--- src/rtl/wpt_pkg.sv ---
package wpt_pkg;

  localparam int unsigned VAL_W    = 64;
  localparam int unsigned FULL_IW  = 6;
  localparam int unsigned N_OUT    = 5;
  localparam int unsigned TOP_BASE = 48;
  localparam int unsigned TOP_LVA  = 52;
  localparam int unsigned TOP_LVA3 = 56;

  localparam logic [1:0] ENC_OP0 = 2'b10;
  localparam logic [2:0] ENC_OP1 = 3'b000;
  localparam logic [3:0] ENC_CRN = 4'b0000;
  localparam logic [2:0] ENC_OP2 = 3'b110;

  localparam logic [5:0] TRAP_CLASS = 6'h18;

  typedef enum logic [2:0] {
    OUT_DONE     = 3'd0,
    OUT_UNDEF    = 3'd1,
    OUT_TRAP_EL2 = 3'd2,
    OUT_TRAP_EL3 = 3'd3,
    OUT_HALT     = 3'd4
  } outcome_e;

  typedef struct packed {
    logic el3_impl;
    logic el2_on;
    logic sdd_undef_first;
    logic sdd_undef;
    logic el3_dbg_trap;
    logic fgt_feat;
    logic el3_fgt_en;
    logic fgt_rd_trap;
    logic fgt_wr_trap;
    logic el2_trap_all;
    logic el2_dbg_trap;
    logic os_lock;
    logic halt_ok;
    logic ext_dbg_trap;
  } gate_cfg_t;

endpackage

--- src/rtl/wpt_req_decode.sv ---
module wpt_req_decode
  import wpt_pkg::*;
#(
  parameter int unsigned NUM_WP = 20,
  parameter int unsigned AW     = 5
) (
  input  logic [1:0]    op0,
  input  logic [2:0]    op1,
  input  logic [3:0]    crn,
  input  logic [3:0]    crm,
  input  logic [2:0]    op2,
  input  logic [1:0]    bank_sel,
  input  logic          ext_dbg,
  output logic          hit,
  output logic          in_range,
  output logic [AW-1:0] addr
);

  logic [FULL_IW-1:0] eff_idx;

  assign hit = (op0 == ENC_OP0) && (op1 == ENC_OP1) &&
               (crn == ENC_CRN) && (op2 == ENC_OP2);

  // banked index only with the extended-debug feature
  assign eff_idx  = ext_dbg ? {bank_sel, crm} : {2'b00, crm};
  assign in_range = 32'(eff_idx) < NUM_WP;
  assign addr     = eff_idx[AW-1:0];

endmodule

--- src/rtl/wpt_access_gate.sv ---
module wpt_access_gate
  import wpt_pkg::*;
(
  input  logic [1:0] cur_el,
  input  logic       is_write,
  input  logic       in_range,
  input  gate_cfg_t  cfg,
  output outcome_e   outcome
);

  logic fgt_bit;
  logic r_sdd_first;
  logic r_fgt;
  logic r_el2;
  logic r_el3;
  logic r_halt;
  outcome_e el3_kind;

  assign fgt_bit     = is_write ? cfg.fgt_wr_trap : cfg.fgt_rd_trap;
  assign r_sdd_first = cfg.el3_impl & cfg.sdd_undef_first & cfg.el3_dbg_trap;
  assign r_fgt       = cfg.el2_on & cfg.fgt_feat &
                       (~cfg.el3_impl | cfg.el3_fgt_en) & fgt_bit;
  assign r_el2       = cfg.el2_on & (cfg.el2_trap_all | cfg.el2_dbg_trap);
  assign r_el3       = cfg.el3_impl & cfg.el3_dbg_trap;
  assign r_halt      = ~cfg.os_lock & cfg.halt_ok & cfg.ext_dbg_trap;
  assign el3_kind    = cfg.sdd_undef ? OUT_UNDEF : OUT_TRAP_EL3;

  always_comb begin
    outcome = OUT_DONE;
    if (!in_range) begin
      outcome = OUT_UNDEF;
    end else begin
      unique case (cur_el)
        2'd0: outcome = OUT_UNDEF;
        2'd1: begin
          if (r_sdd_first)  outcome = OUT_UNDEF;
          else if (r_fgt)   outcome = OUT_TRAP_EL2;
          else if (r_el2)   outcome = OUT_TRAP_EL2;
          else if (r_el3)   outcome = el3_kind;
          else if (r_halt)  outcome = OUT_HALT;
          else              outcome = OUT_DONE;
        end
        2'd2: begin
          if (r_sdd_first)  outcome = OUT_UNDEF;
          else if (r_el3)   outcome = el3_kind;
          else if (r_halt)  outcome = OUT_HALT;
          else              outcome = OUT_DONE;
        end
        default: begin
          if (r_halt)       outcome = OUT_HALT;
          else              outcome = OUT_DONE;
        end
      endcase
    end
  end

endmodule

--- src/rtl/wpt_value_store.sv ---
module wpt_value_store #(
  parameter int unsigned NUM_WP = 20,
  parameter int unsigned VAL_W  = 64,
  parameter int unsigned AW     = 5
) (
  input  logic             clk,
  input  logic             rst,
  input  logic             wr_en,
  input  logic [AW-1:0]    wr_addr,
  input  logic [VAL_W-1:0] wr_data,
  input  logic             rd_en,
  input  logic [AW-1:0]    rd_addr,
  output logic [VAL_W-1:0] rd_data,
  output logic             rd_live
);

  // plain array, no reset: maps onto block RAM
  logic [VAL_W-1:0]  mem [NUM_WP];
  // per-entry flag gives the zero reset view
  logic [NUM_WP-1:0] live;

  always_ff @(posedge clk) begin
    if (wr_en) mem[wr_addr] <= wr_data;
  end

  always_ff @(posedge clk) begin
    if (rd_en) rd_data <= mem[rd_addr];
  end

  always_ff @(posedge clk) begin
    if (rst) begin
      live    <= '0;
      rd_live <= 1'b0;
    end else begin
      if (wr_en) live[wr_addr] <= 1'b1;
      if (rd_en) rd_live <= live[rd_addr];
    end
  end

endmodule

--- src/rtl/wpt_read_shape.sv ---
module wpt_read_shape
  import wpt_pkg::*;
(
  input  logic             en,
  input  logic             live,
  input  logic             lva,
  input  logic             lva3,
  input  logic [VAL_W-1:0] raw,
  output logic [VAL_W-1:0] shaped
);

  logic [VAL_W-1:0] ext;
  logic             top52;
  logic             top56;

  assign top52 = lva  ? raw[TOP_LVA]  : raw[TOP_BASE];
  assign top56 = lva3 ? raw[TOP_LVA3] : top52;

  for (genvar b = 0; b < VAL_W; b++) begin : g_bit
    if (b <= TOP_BASE) begin : g_addr
      assign ext[b] = raw[b];
    end else if (b <= TOP_LVA) begin : g_lva
      assign ext[b] = (lva | lva3) ? raw[b] : raw[TOP_BASE];
    end else if (b <= TOP_LVA3) begin : g_lva3
      assign ext[b] = lva3 ? raw[b] : top52;
    end else begin : g_sign
      assign ext[b] = top56;
    end
  end

  assign shaped = (en && live) ? ext : '0;

endmodule

--- src/rtl/wpt_value_bank.sv ---
module wpt_value_bank
  import wpt_pkg::*;
#(
  parameter int unsigned NUM_WP = 20
) (
  input  logic        clk,
  input  logic        rst,
  input  logic        req_valid,
  input  logic        req_write,
  input  logic [1:0]  req_op0,
  input  logic [2:0]  req_op1,
  input  logic [3:0]  req_crn,
  input  logic [3:0]  req_crm,
  input  logic [2:0]  req_op2,
  input  logic [63:0] req_wdata,
  input  logic [1:0]  bank_sel,
  input  logic [1:0]  cur_el,
  input  logic        ext_dbg_feat,
  input  logic        lva_feat,
  input  logic        lva3_feat,
  input  logic        el3_impl,
  input  logic        el2_on,
  input  logic        sdd_undef_first,
  input  logic        sdd_undef,
  input  logic        el3_dbg_trap,
  input  logic        fgt_feat,
  input  logic        el3_fgt_en,
  input  logic        fgt_rd_trap,
  input  logic        fgt_wr_trap,
  input  logic        el2_trap_all,
  input  logic        el2_dbg_trap,
  input  logic        os_lock,
  input  logic        halt_ok,
  input  logic        ext_dbg_trap,
  output logic        rsp_valid,
  output logic [4:0]  rsp_status,
  output logic [5:0]  rsp_syndrome,
  output logic [63:0] rsp_rdata
);

  localparam int unsigned AW = (NUM_WP > 1) ? $clog2(NUM_WP) : 1;
  localparam logic [VAL_W-1:0] LOW_MASK = ~64'h3;

  logic          hit;
  logic          in_range;
  logic [AW-1:0] addr;
  gate_cfg_t     cfg;
  outcome_e      outcome;
  logic          take;
  logic          do_write;
  logic          do_read;
  logic          is_trap;

  logic [VAL_W-1:0] store_q;
  logic             live_q;
  logic             rd_done_q;
  logic             lva_q;
  logic             lva3_q;

  wpt_req_decode #(.NUM_WP(NUM_WP), .AW(AW)) u_decode (
    .op0      (req_op0),
    .op1      (req_op1),
    .crn      (req_crn),
    .crm      (req_crm),
    .op2      (req_op2),
    .bank_sel (bank_sel),
    .ext_dbg  (ext_dbg_feat),
    .hit      (hit),
    .in_range (in_range),
    .addr     (addr)
  );

  assign cfg = '{
    el3_impl:        el3_impl,
    el2_on:          el2_on,
    sdd_undef_first: sdd_undef_first,
    sdd_undef:       sdd_undef,
    el3_dbg_trap:    el3_dbg_trap,
    fgt_feat:        fgt_feat,
    el3_fgt_en:      el3_fgt_en,
    fgt_rd_trap:     fgt_rd_trap,
    fgt_wr_trap:     fgt_wr_trap,
    el2_trap_all:    el2_trap_all,
    el2_dbg_trap:    el2_dbg_trap,
    os_lock:         os_lock,
    halt_ok:         halt_ok,
    ext_dbg_trap:    ext_dbg_trap
  };

  wpt_access_gate u_gate (
    .cur_el   (cur_el),
    .is_write (req_write),
    .in_range (in_range),
    .cfg      (cfg),
    .outcome  (outcome)
  );

  assign take     = req_valid & hit;
  assign do_write = take & req_write & (outcome == OUT_DONE);
  assign do_read  = take & ~req_write & (outcome == OUT_DONE);
  assign is_trap  = (outcome == OUT_TRAP_EL2) || (outcome == OUT_TRAP_EL3);

  wpt_value_store #(.NUM_WP(NUM_WP), .VAL_W(VAL_W), .AW(AW)) u_store (
    .clk     (clk),
    .rst     (rst),
    .wr_en   (do_write),
    .wr_addr (addr),
    .wr_data (req_wdata & LOW_MASK),
    .rd_en   (do_read),
    .rd_addr (addr),
    .rd_data (store_q),
    .rd_live (live_q)
  );

  always_ff @(posedge clk) begin
    if (rst) begin
      rsp_valid    <= 1'b0;
      rsp_status   <= '0;
      rsp_syndrome <= '0;
      rd_done_q    <= 1'b0;
      lva_q        <= 1'b0;
      lva3_q       <= 1'b0;
    end else begin
      rsp_valid    <= take;
      rsp_status   <= take ? (5'b00001 << outcome) : 5'b00000;
      rsp_syndrome <= (take && is_trap) ? TRAP_CLASS : 6'h00;
      rd_done_q    <= do_read;
      if (do_read) begin
        lva_q  <= lva_feat;
        lva3_q <= lva3_feat;
      end
    end
  end

  wpt_read_shape u_shape (
    .en     (rd_done_q),
    .live   (live_q),
    .lva    (lva_q),
    .lva3   (lva3_q),
    .raw    (store_q),
    .shaped (rsp_rdata)
  );

endmodule

--- config.mk ---
export PLATFORM = sky130hd
export DESIGN_NAME = wpt_value_bank
export DESIGN_NICKNAME = d
export VERILOG_FILES = /design/src/rtl/wpt_pkg.sv /design/src/rtl/wpt_req_decode.sv /design/src/rtl/wpt_access_gate.sv /design/src/rtl/wpt_value_store.sv /design/src/rtl/wpt_read_shape.sv /design/src/rtl/wpt_value_bank.sv
export SDC_FILE = /design/constraint.sdc
export NUM_CORES = 1
export LEC_CHECK = 0
export ABC_AREA = 0
export BUFFER_PORTS_ARGS = -buffer_cell sky130_fd_sc_hd__buf_2
export CORE_AREA = 8 8 371 373
export CTS_CLUSTER_DIAMETER = 50
export DETAILED_ROUTE_END_ITERATION = 12
export DIE_AREA = 0 0 379 381
export HOLD_SLACK_MARGIN = 0.06
export PLACE_DENSITY = 0.63
export REMOVE_ABC_BUFFERS = 1
export SYNTH_ARGS = -nofsm -noshare
export SYNTH_HDL_FRONTEND = slang
export SYNTH_HIERARCHICAL = 1
export SYNTH_SLANG_ARGS = --single-unit
--- constraint.sdc ---
create_clock -name clk -period 15.17 [get_ports clk]
set_input_delay 0.7585 -clock clk [delete_from_list [all_inputs] [get_ports clk]]
set_output_delay 0.7585 -clock clk [all_outputs]
set_load 0.005 [all_outputs]
## Word-level counts from Yosys, hierarchy flattened

Memory sizes are Yosys's and may differ from the RTL's. A register that Yosys moved wholly into a read port is not among the register bits.
Cells that the tools add are included.

- Bits in registers: 93
- Bits in latches: 0
- Memory bits (writable): 1240
- Memory bits (read-only): 0
- Output and inout bits: 76
- Memories: 1

Memories:

| name | depth | bits a word | rd ports | clocked after memory_dff | write ports | line | text |
|---|---|---|---|---|---|---|---|
| u_store.mem | 20 | 62 | 1 | 1 | 1 | wpt_value_store.sv:18 | `logic [VAL_W-1:0] mem [NUM_WP];` |

- $add $sub $neg: 0
- Multiply operators: 0
- Div/mod/pow operators: 0
- Order comparisons: 3
- Equality and inequality tests: 6
- Shift-type cells: 1
- Muxes and demuxes: 28
- Bitwise logic cells: 22
- Reductions and logical operators: 12

Operators by type and width:

| cell | count |
|---|---|
| $mux W64 | 1 |
| $mux W3 | 7 |
| $or A20 B20 Y20 | 1 |
| $and A1 B1 Y1 | 14 |
| $mux W1 | 14 |
| $pmux W3 S3 | 1 |
| $eq A3 B2 Y1 const B | 2 |
| $logic_and A1 B1 Y1 | 6 |
| $logic_not A3 Y1 | 2 |
| $lt A5 B6 Y1 const B | 1 |
| $lt A6 B5 Y1 const B | 1 |
| $mux W6 | 1 |
| $bmux W1 S5 | 1 |
| $demux W1 S5 | 1 |
| $ge A5 B1 Y1 const B | 1 |
| $mux W5 | 1 |
| $shl A1 B3 Y5 const A | 1 |
| $eq A2 B2 Y1 const B | 2 |
| $logic_not A4 Y1 | 1 |
| $not A1 Y1 | 4 |
| $eq A3 B3 Y1 const B | 1 |
| $or A1 B1 Y1 | 3 |
| $eq A2 B1 Y1 const B | 1 |
| $logic_not A2 Y1 | 1 |
| other kinds (3) | 3 |

## Logic depth before layout (Yosys ltp)

Gate-level depths: netlist of run 1.

- Word-level depth: 14
- Gate-level depth with buffers: 10

## Modules after synthesis

The synthesis of run 1 kept the hierarchy.

Modules (own cells, without submodules):

| module | times used | cells an instance | area each (µm²) | seq. area each (µm²) |
|---|---|---|---|---|
| wpt_value_store | 1 | 2424 | 51192.8 | 40779.1 |
| wpt_read_shape | 1 | 86 | 555.5 | 0.0 |
| wpt_value_bank | 1 | 36 | 390.4 | 200.2 |
| wpt_access_gate | 1 | 19 | 117.6 | 0.0 |
| wpt_req_decode | 1 | 11 | 82.6 | 0.0 |

## Worst setup path after synthesis of run 1

Ideal clock, no wire load.

- Path type: input to register
- Start point: input port req_crm[2]
- End point: memory u_store/mem[12][0] in the netlist's numbering, enable pin
- Setup time: 0.488 ns
- Arrival time: 5.312 ns
- Data required time: 14.682 ns
- Path slack: 9.370 ns
- Cell stages on the path: 8
- Buffers on the path: 0
- Cells stage by stage: o21a_1 > o21ai_0 > o21ai_0 > a211o_1 > or3_4 > nor2_1 > or3b_2 > nor2_1

- Cells in the longest elaborated chain, start to end: 7

RTL lines:

| element | line | text |
|---|---|---|
| start, declared | wpt_value_bank.sv:13 | `input logic [3:0] req_crm,` |
| $mux W6 | wpt_req_decode.sv:25 | `assign eff_idx = ext_dbg ? {bank_sel, crm} : {2'b00, crm};` |
| $lt A6 B5 Y1 | wpt_req_decode.sv:26 | `assign in_range = 32'(eff_idx) < NUM_WP;` |
| net in_range | wpt_value_bank.sv:45 | `logic in_range;` |
| $mux W3 | wpt_access_gate.sv:30 | `if (!in_range) begin` |
| net outcome[0] | wpt_value_bank.sv:48 | `outcome_e outcome;` |
| $logic_not A3 Y1 | wpt_value_bank.sv:99 | `assign do_write = take & req_write & (outcome == OUT_DONE);` |
| $and A1 B1 Y1 | wpt_value_bank.sv:99 |  |
| net do_write | wpt_value_bank.sv:50 | `logic do_write;` |
| $mux W1 | wpt_value_store.sv:23 | `if (wr_en) mem[wr_addr] <= wr_data;` |
| $mux W1 (implied by the code) | wpt_value_store.sv:23 |  |
| end, declared | wpt_value_store.sv:18 |  |

The timed path passes the listed nets, and every way through them passes these cells.

## Final worst setup path of run 1

- Start point: input port req_crm[2]
- End point: memory u_store/mem[19][19] in the netlist's numbering, enable pin

Same word-level chain as after synthesis.

==> impl_metrics.json, run 1 <==
{
  "sequentialPowerShare_pct": 53.1,
  "status": "finished, final reports clean",
  "ant_nets": 0,
  "post_cts_buffers": 0,
  "crit_type": "input port to register",
  "swShare_pct": 20.77,
  "avgSynthCellArea_sq_um": 20.04,
  "clock-sinks": 1228,
  "use_met3_pct": 2.808,
  "num-fill-cells": 11661,
  "synthCells": 2341,
  "fin_crit_ps": 4823,
  "die_y_microns": 381,
  "finClkSkew_ps": 33.36,
  "cts_made_buffers": 130,
  "cp_max_fo": 31,
  "required_ps": 15510,
  "end_kind": "register",
  "coreArea_sq_um": 132100,
  "start_util_pct": 35.51,
  "dp_hpwl_microns": 58390,
  "dieArea_sq_um": 144400,
  "avgRoutedWirePerCell_microns": 24.28,
  "layout.cells.non_filler": 4441,
  "cts_tree": "built",
  "use_met1_pct": 20.17,
  "clockPowerShare_pct": 43.2,
  "post_cts_resized": 0,
  "max_slew.worst_pin.slew_ps": 1293,
  "cp_data_arrival_time_ps": 5170,
  "gr-total-overflow": 0,
  "crit_path_start_kind": "input port",
  "route.vias.total": 23018,
  "grt_first_pass_wirelength_microns": 157900,
  "timing.fmax_mhz": 207.3,
  "p_int_uw": 5555,
  "slew_headroom_pct": 13.59,
  "pin_count": 181,
  "fp.dieW_microns": 379,
  "place.gp.congestion": 0.6932,
  "dr.first_iter.drc_count": 2123,
  "nNetsFinal": 2671,
  "num_rows": 134,
  "final_layout_size_suffix_gt1_share_pct": 22.86,
  "hold_buffers": 0,
  "pwr-share-comb_pct": 3.7,
  "dp_cells": 4202,
  "grt_usage_pct": 14.66,
  "cts_buffer_depth": 3,
  "clk_latency_ps": 740,
  "multi_input_area_sq_um": 9627,
  "hold_ws_ps": 310.7,
  "grt_start_max_net_pins": 137,
  "powerDensity_nw_per_um2": 130.0,
  "netlist_area_sq_um": 46920,
  "vdd_drop_max_mv": 0.1099,
  "port_buffers": 167,
  "setup_viol": 0,
  "grt_use_met2_pct": 24.10,
  "cap_viol_max_count": 0,
  "top_usage_layer": "met2",
  "antenna_found_initial": 14,
  "hold_viol_final": 0,
  "rsz0062_at_grt": "no",
  "cts_root_buf": "clkbuf_16",
  "grt_pass1_vias": 23514,
  "cts_max_level": 4,
  "tns_ps": 0,
  "area_growth_pct": 14.99,
  "first_pass_iters": 5,
  "maxSlewViolCount": 0,
  "min-delay-path-class": "input port to register",
  "p_leak_uw": 0.01804,
  "avgViaCountPerCell": 5.183,
  "drt-total-wl_microns": 107800,
  "power_switching_uw": 1456,
  "drc_errors": 0,
  "register_area_sq_um": 36570,
  "period_share_pct": 31.79,
  "cts.clk_slew.worst_paths_ps": 60,
  "ys.warnings.count": 6
}
## routing by layer
layer	share of wire [%]	routed length [microns]
met2	49	53230
met1	44	46990
met5	0	0
met3	5.5	5913
met4	1.6	1697
## placed cells by master (no fill, tap or decap), types with 8 or more instances in the layout
master     instances
nor2_4            20
buf_4             39
clkbuf_16        136
buf_2            165
a22o_1            57
nor4_1            58
dfxtp_1           29
mux2i_1          235
inv_1             60
nor2_1            45
clkinv_2          13
o22ai_1          116
conb_1            44
a21oi_1           59
mux4_2           174
clkbuf_1          35
and3_1            50
clkinv_1          18
o21ai_0            8
edfxtp_1        1197
## flip-flops by register name (all words and copies together), names as in the netlist
name / cells
u_store/mem: 1140
rsp_status: 5
u_store/rd_data: 57
lva_q: 1
rsp_syndrome: 1
u_store/live: 20
rd_done_q: 1
lva3_q: 1
rsp_valid: 1
u_store/rd_live: 1
## path summary, 6_finish.rpt
check	start	end	slack, ps	cells past startpoint
setup / recovery	req_crm[2]	u_store/mem[19][19]$_DFFE_PP_	10350	10
hold / removal	lva3_feat	lva3_q$_SDFFE_PP0P_	310	3
hold reg to reg	u_store/live[19]$_SDFFE_PP0P_	u_store/live[19]$_SDFFE_PP0P_	460	2
setup reg to reg	u_store/mem[15][41]$_DFFE_PP_	u_store/rd_data[41]$_DFFE_PP_	13120	4
## power groups by stage
stage / Combinational [uW] / Clock (uW) / Sequential, uW
CTS: 265 / 3090 / 3720
finish: 261 / 3030 / 3720
detailed placement: 265 / 0 / 3790
global route: 284 / 3220 / 3720
global placement: 262 / 0 / 3790
floorplan: 122 / 0 / 3800
## cell type report
type	count	area share [%]
diodes	5	0.02319
clock buffers	172	6.577
clock inverters	62	1.023
inverters	60	0.4174
multi-input cells	937	17.84
flip-flops and latches	1228	67.78
well taps	1768	4.100
repair buffers	209	2.240
## stage by stage
stage | setup slack, ps | area (sq um) | power [uW] | util [%]
detailed placement | 9542 | 49840 | 4058 | 37.72
finish | 10350 | 53950 | 7012 | 40.84
global route | 10110 | 53940 | 7228 | 40.83
global placement | 9598 | 49840 | 4056 | 37.72
CTS | 10320 | 53940 | 7079 | 40.83
floorplan | 8913 | 46250 | 3917 | -
## worst max-delay path: stages
cell     delay [ps]
buf_2           230
o21a_1          230
o21ai_0         330
o21ai_0         150
a211o_1         310
or3_4           380
nor2_1          410
nand3_1         500
nor2_4         1080
buf_4           760
(Power assumes the default switching activity.)
==> run 2: changes to the inputs <==
- PLACE_DENSITY: 0.63 -> 0.65
- clock period: 15.17 -> 4.4 ns (I/O delays scaled with it)
==> impl_metrics.json, run 2 (same netlist as run 1, synthesis figures left out) <==
{
  "fp.dieW_microns": 379,
  "num-fill-cells": 11584,
  "post_cts_buffers": 0,
  "grt_pass1_vias": 24373,
  "antenna_found_initial": 3,
  "clk_latency_ps": 750,
  "crit_path_start_kind": "input port",
  "hold_viol_final": 0,
  "setup_viol": 0,
  "final_layout_size_suffix_gt1_share_pct": 23.55,
  "place.gp.congestion": 0.7410,
  "timing.fmax_mhz": 270.6,
  "cap_viol_max_count": 0,
  "grt_usage_pct": 14.71,
  "final_cell_mix": "1197 x edfxtp_1, 235 x mux2i_1, 174 x mux4_2",
  "coreArea_sq_um": 132100,
  "grt_first_pass_wirelength_microns": 160300,
  "slowest_stage": "or3b_2",
  "cp_data_arrival_time_ps": 4070,
  "fin_crit_ps": 3696,
  "end_kind": "register",
  "maxSlewViolCount": 0,
  "cts_max_level": 4,
  "grt_start_max_net_pins": 77,
  "cts_tree": "built",
  "min-delay-path-class": "input port to register",
  "crit_type": "input port to register",
  "dpl_worst_slack_ps": 717.1,
  "num_rows": 134,
  "reg_top3": "u_store/mem (1140), u_store/rd_data (57), u_store/live (20)",
  "diodes": 0,
  "p_leak_uw": 0.01873,
  "dr.first_iter.drc_count": 1855,
  "worstPathCellList": "dlygate4sd3_1 > buf_2 > o21a_1 > o21ai_0 > nand4b_1 > dlygate4sd3_1 > a21oi_1 > or3_4 > nor2_1 > buf_4 > or3b_2 > nor2_4 > buf_4",
  "worst_slack_ps": 703.9,
  "regMostFlops": "u_store/mem",
  "avgRoutedWirePerCell_microns": 23.74,
  "cts.clk_slew.worst_paths_ps": 60,
  "area_growth_pct": 18.19,
  "dp_hpwl_microns": 60450,
  "first_pass_iters": 5,
  "cts_root_buf": "clkbuf_16",
  "period_share_pct": 84.00,
  "clock-sinks": 1228,
  "max_slew.worst_pin.slew_ps": 1053,
  "status": "finished, final reports clean",
  "cts_buffer_depth": 3,
  "largest_reg_flops": 1140,
  "avgViaCountPerCell": 5.137,
  "powerDensity_nw_per_um2": 444.7,
  "die_y_microns": 381,
  "required_ps": 4780,
  "finClkSkew_ps": 29.72,
  "ant_nets": 0,
  "final_common_cell": "edfxtp_1",
  "dieArea_sq_um": 144400,
  "pin_count": 181,
  "gr-total-overflow": 0,
  "vdd_drop_max_mv": 0.3918,
  "route.vias.total": 23370,
  "finalPower_uw": 24660,
  "cp_max_fo": 26,
  "max_stage_delay_ps": 610,
  "rsz0062_at_grt": "no",
  "start_util_pct": 35.51,
  "nNetsFinal": 2788,
  "slew_headroom_pct": 29.81,
  "drt-total-wl_microns": 108000,
  "port_buffers": 167,
  "drc_errors": 0,
  "cts_made_buffers": 134
}
-- run 2: worst paths after layout --
path,slack (ps),cells past startpoint,endpoint,startpoint
max,700,13,u_store/mem[4][12]$_DFFE_PP_,req_crm[3]
min,130,4,u_store/rd_live$_SDFFE_PP0P_,req_crm[2]
max reg2reg,2260,4,u_store/rd_data[33]$_DFFE_PP_,u_store/mem[15][33]$_DFFE_PP_
min reg2reg,470,2,u_store/live[18]$_SDFFE_PP0P_,u_store/live[18]$_SDFFE_PP0P_
-- run 2: through the flow --
| stage | setup TNS [ps] | std cells | utilization, % | area [sq um] | hold WS (ps) |
|---|---|---|---|---|---|
| finish | 0 | 4549 | 41.97 | 55450 | 131.1 |
| global route | 0 | 4549 | 41.97 | 55450 | 112.0 |
| global placement | 0 | 4242 | 38.22 | 50490 | 445.1 |
| CTS | 0 | 4549 | 41.97 | 55450 | 65.73 |
| floorplan | -842780 | 2225 | - | 46250 | 292.4 |
| detailed placement | 0 | 4242 | 38.22 | 50490 | 460.3 |
-- run 2: timing repair --
action	CTS	global route
hold buffers	73	0
gates resized for setup	0	0
endpoints found under the hold margin	1131	0
setup endpoints to repair	0	0
-- run 2: layout make-up --
class	instances	area (sq um)	share of cell area, %
repair buffers	322	2590	4.670
flip-flops and latches	1228	36570	65.94
clock inverters	66	691.9	1.248
clock buffers	168	3542	6.388
multi-input cells	937	9625	17.36
inverters	60	225.2	0.4061
well taps	1768	2212	3.989
-- run 2: worst max-delay path: cells and delay by family --
kind	cells	cell delay [ps]
AO/OA/AOI/OAI	3	340
buffers and inverters	5	2000
AND/OR/NAND/NOR	5	1470
-- run 2: per-layer routing --
metal,global-route usage (%),share of wire (%),up-vias
li1,-,-,10249
met4,4.307,2.1,2
met2,24.07,49,642
met1,19.92,44,12327
met5,0,0.012,-
met3,2.911,5.6,150
-- run 2: power by group --
| part | switching (uW) | internal, uW | total (uW) |
|---|---|---|---|
| sequential | 0.00953 | 12800 | 12800 |
| combinational | 594 | 402 | 996 |
| clock | 4500 | 6330 | 10800 |
| total | 5090 | 19600 | 24700 |
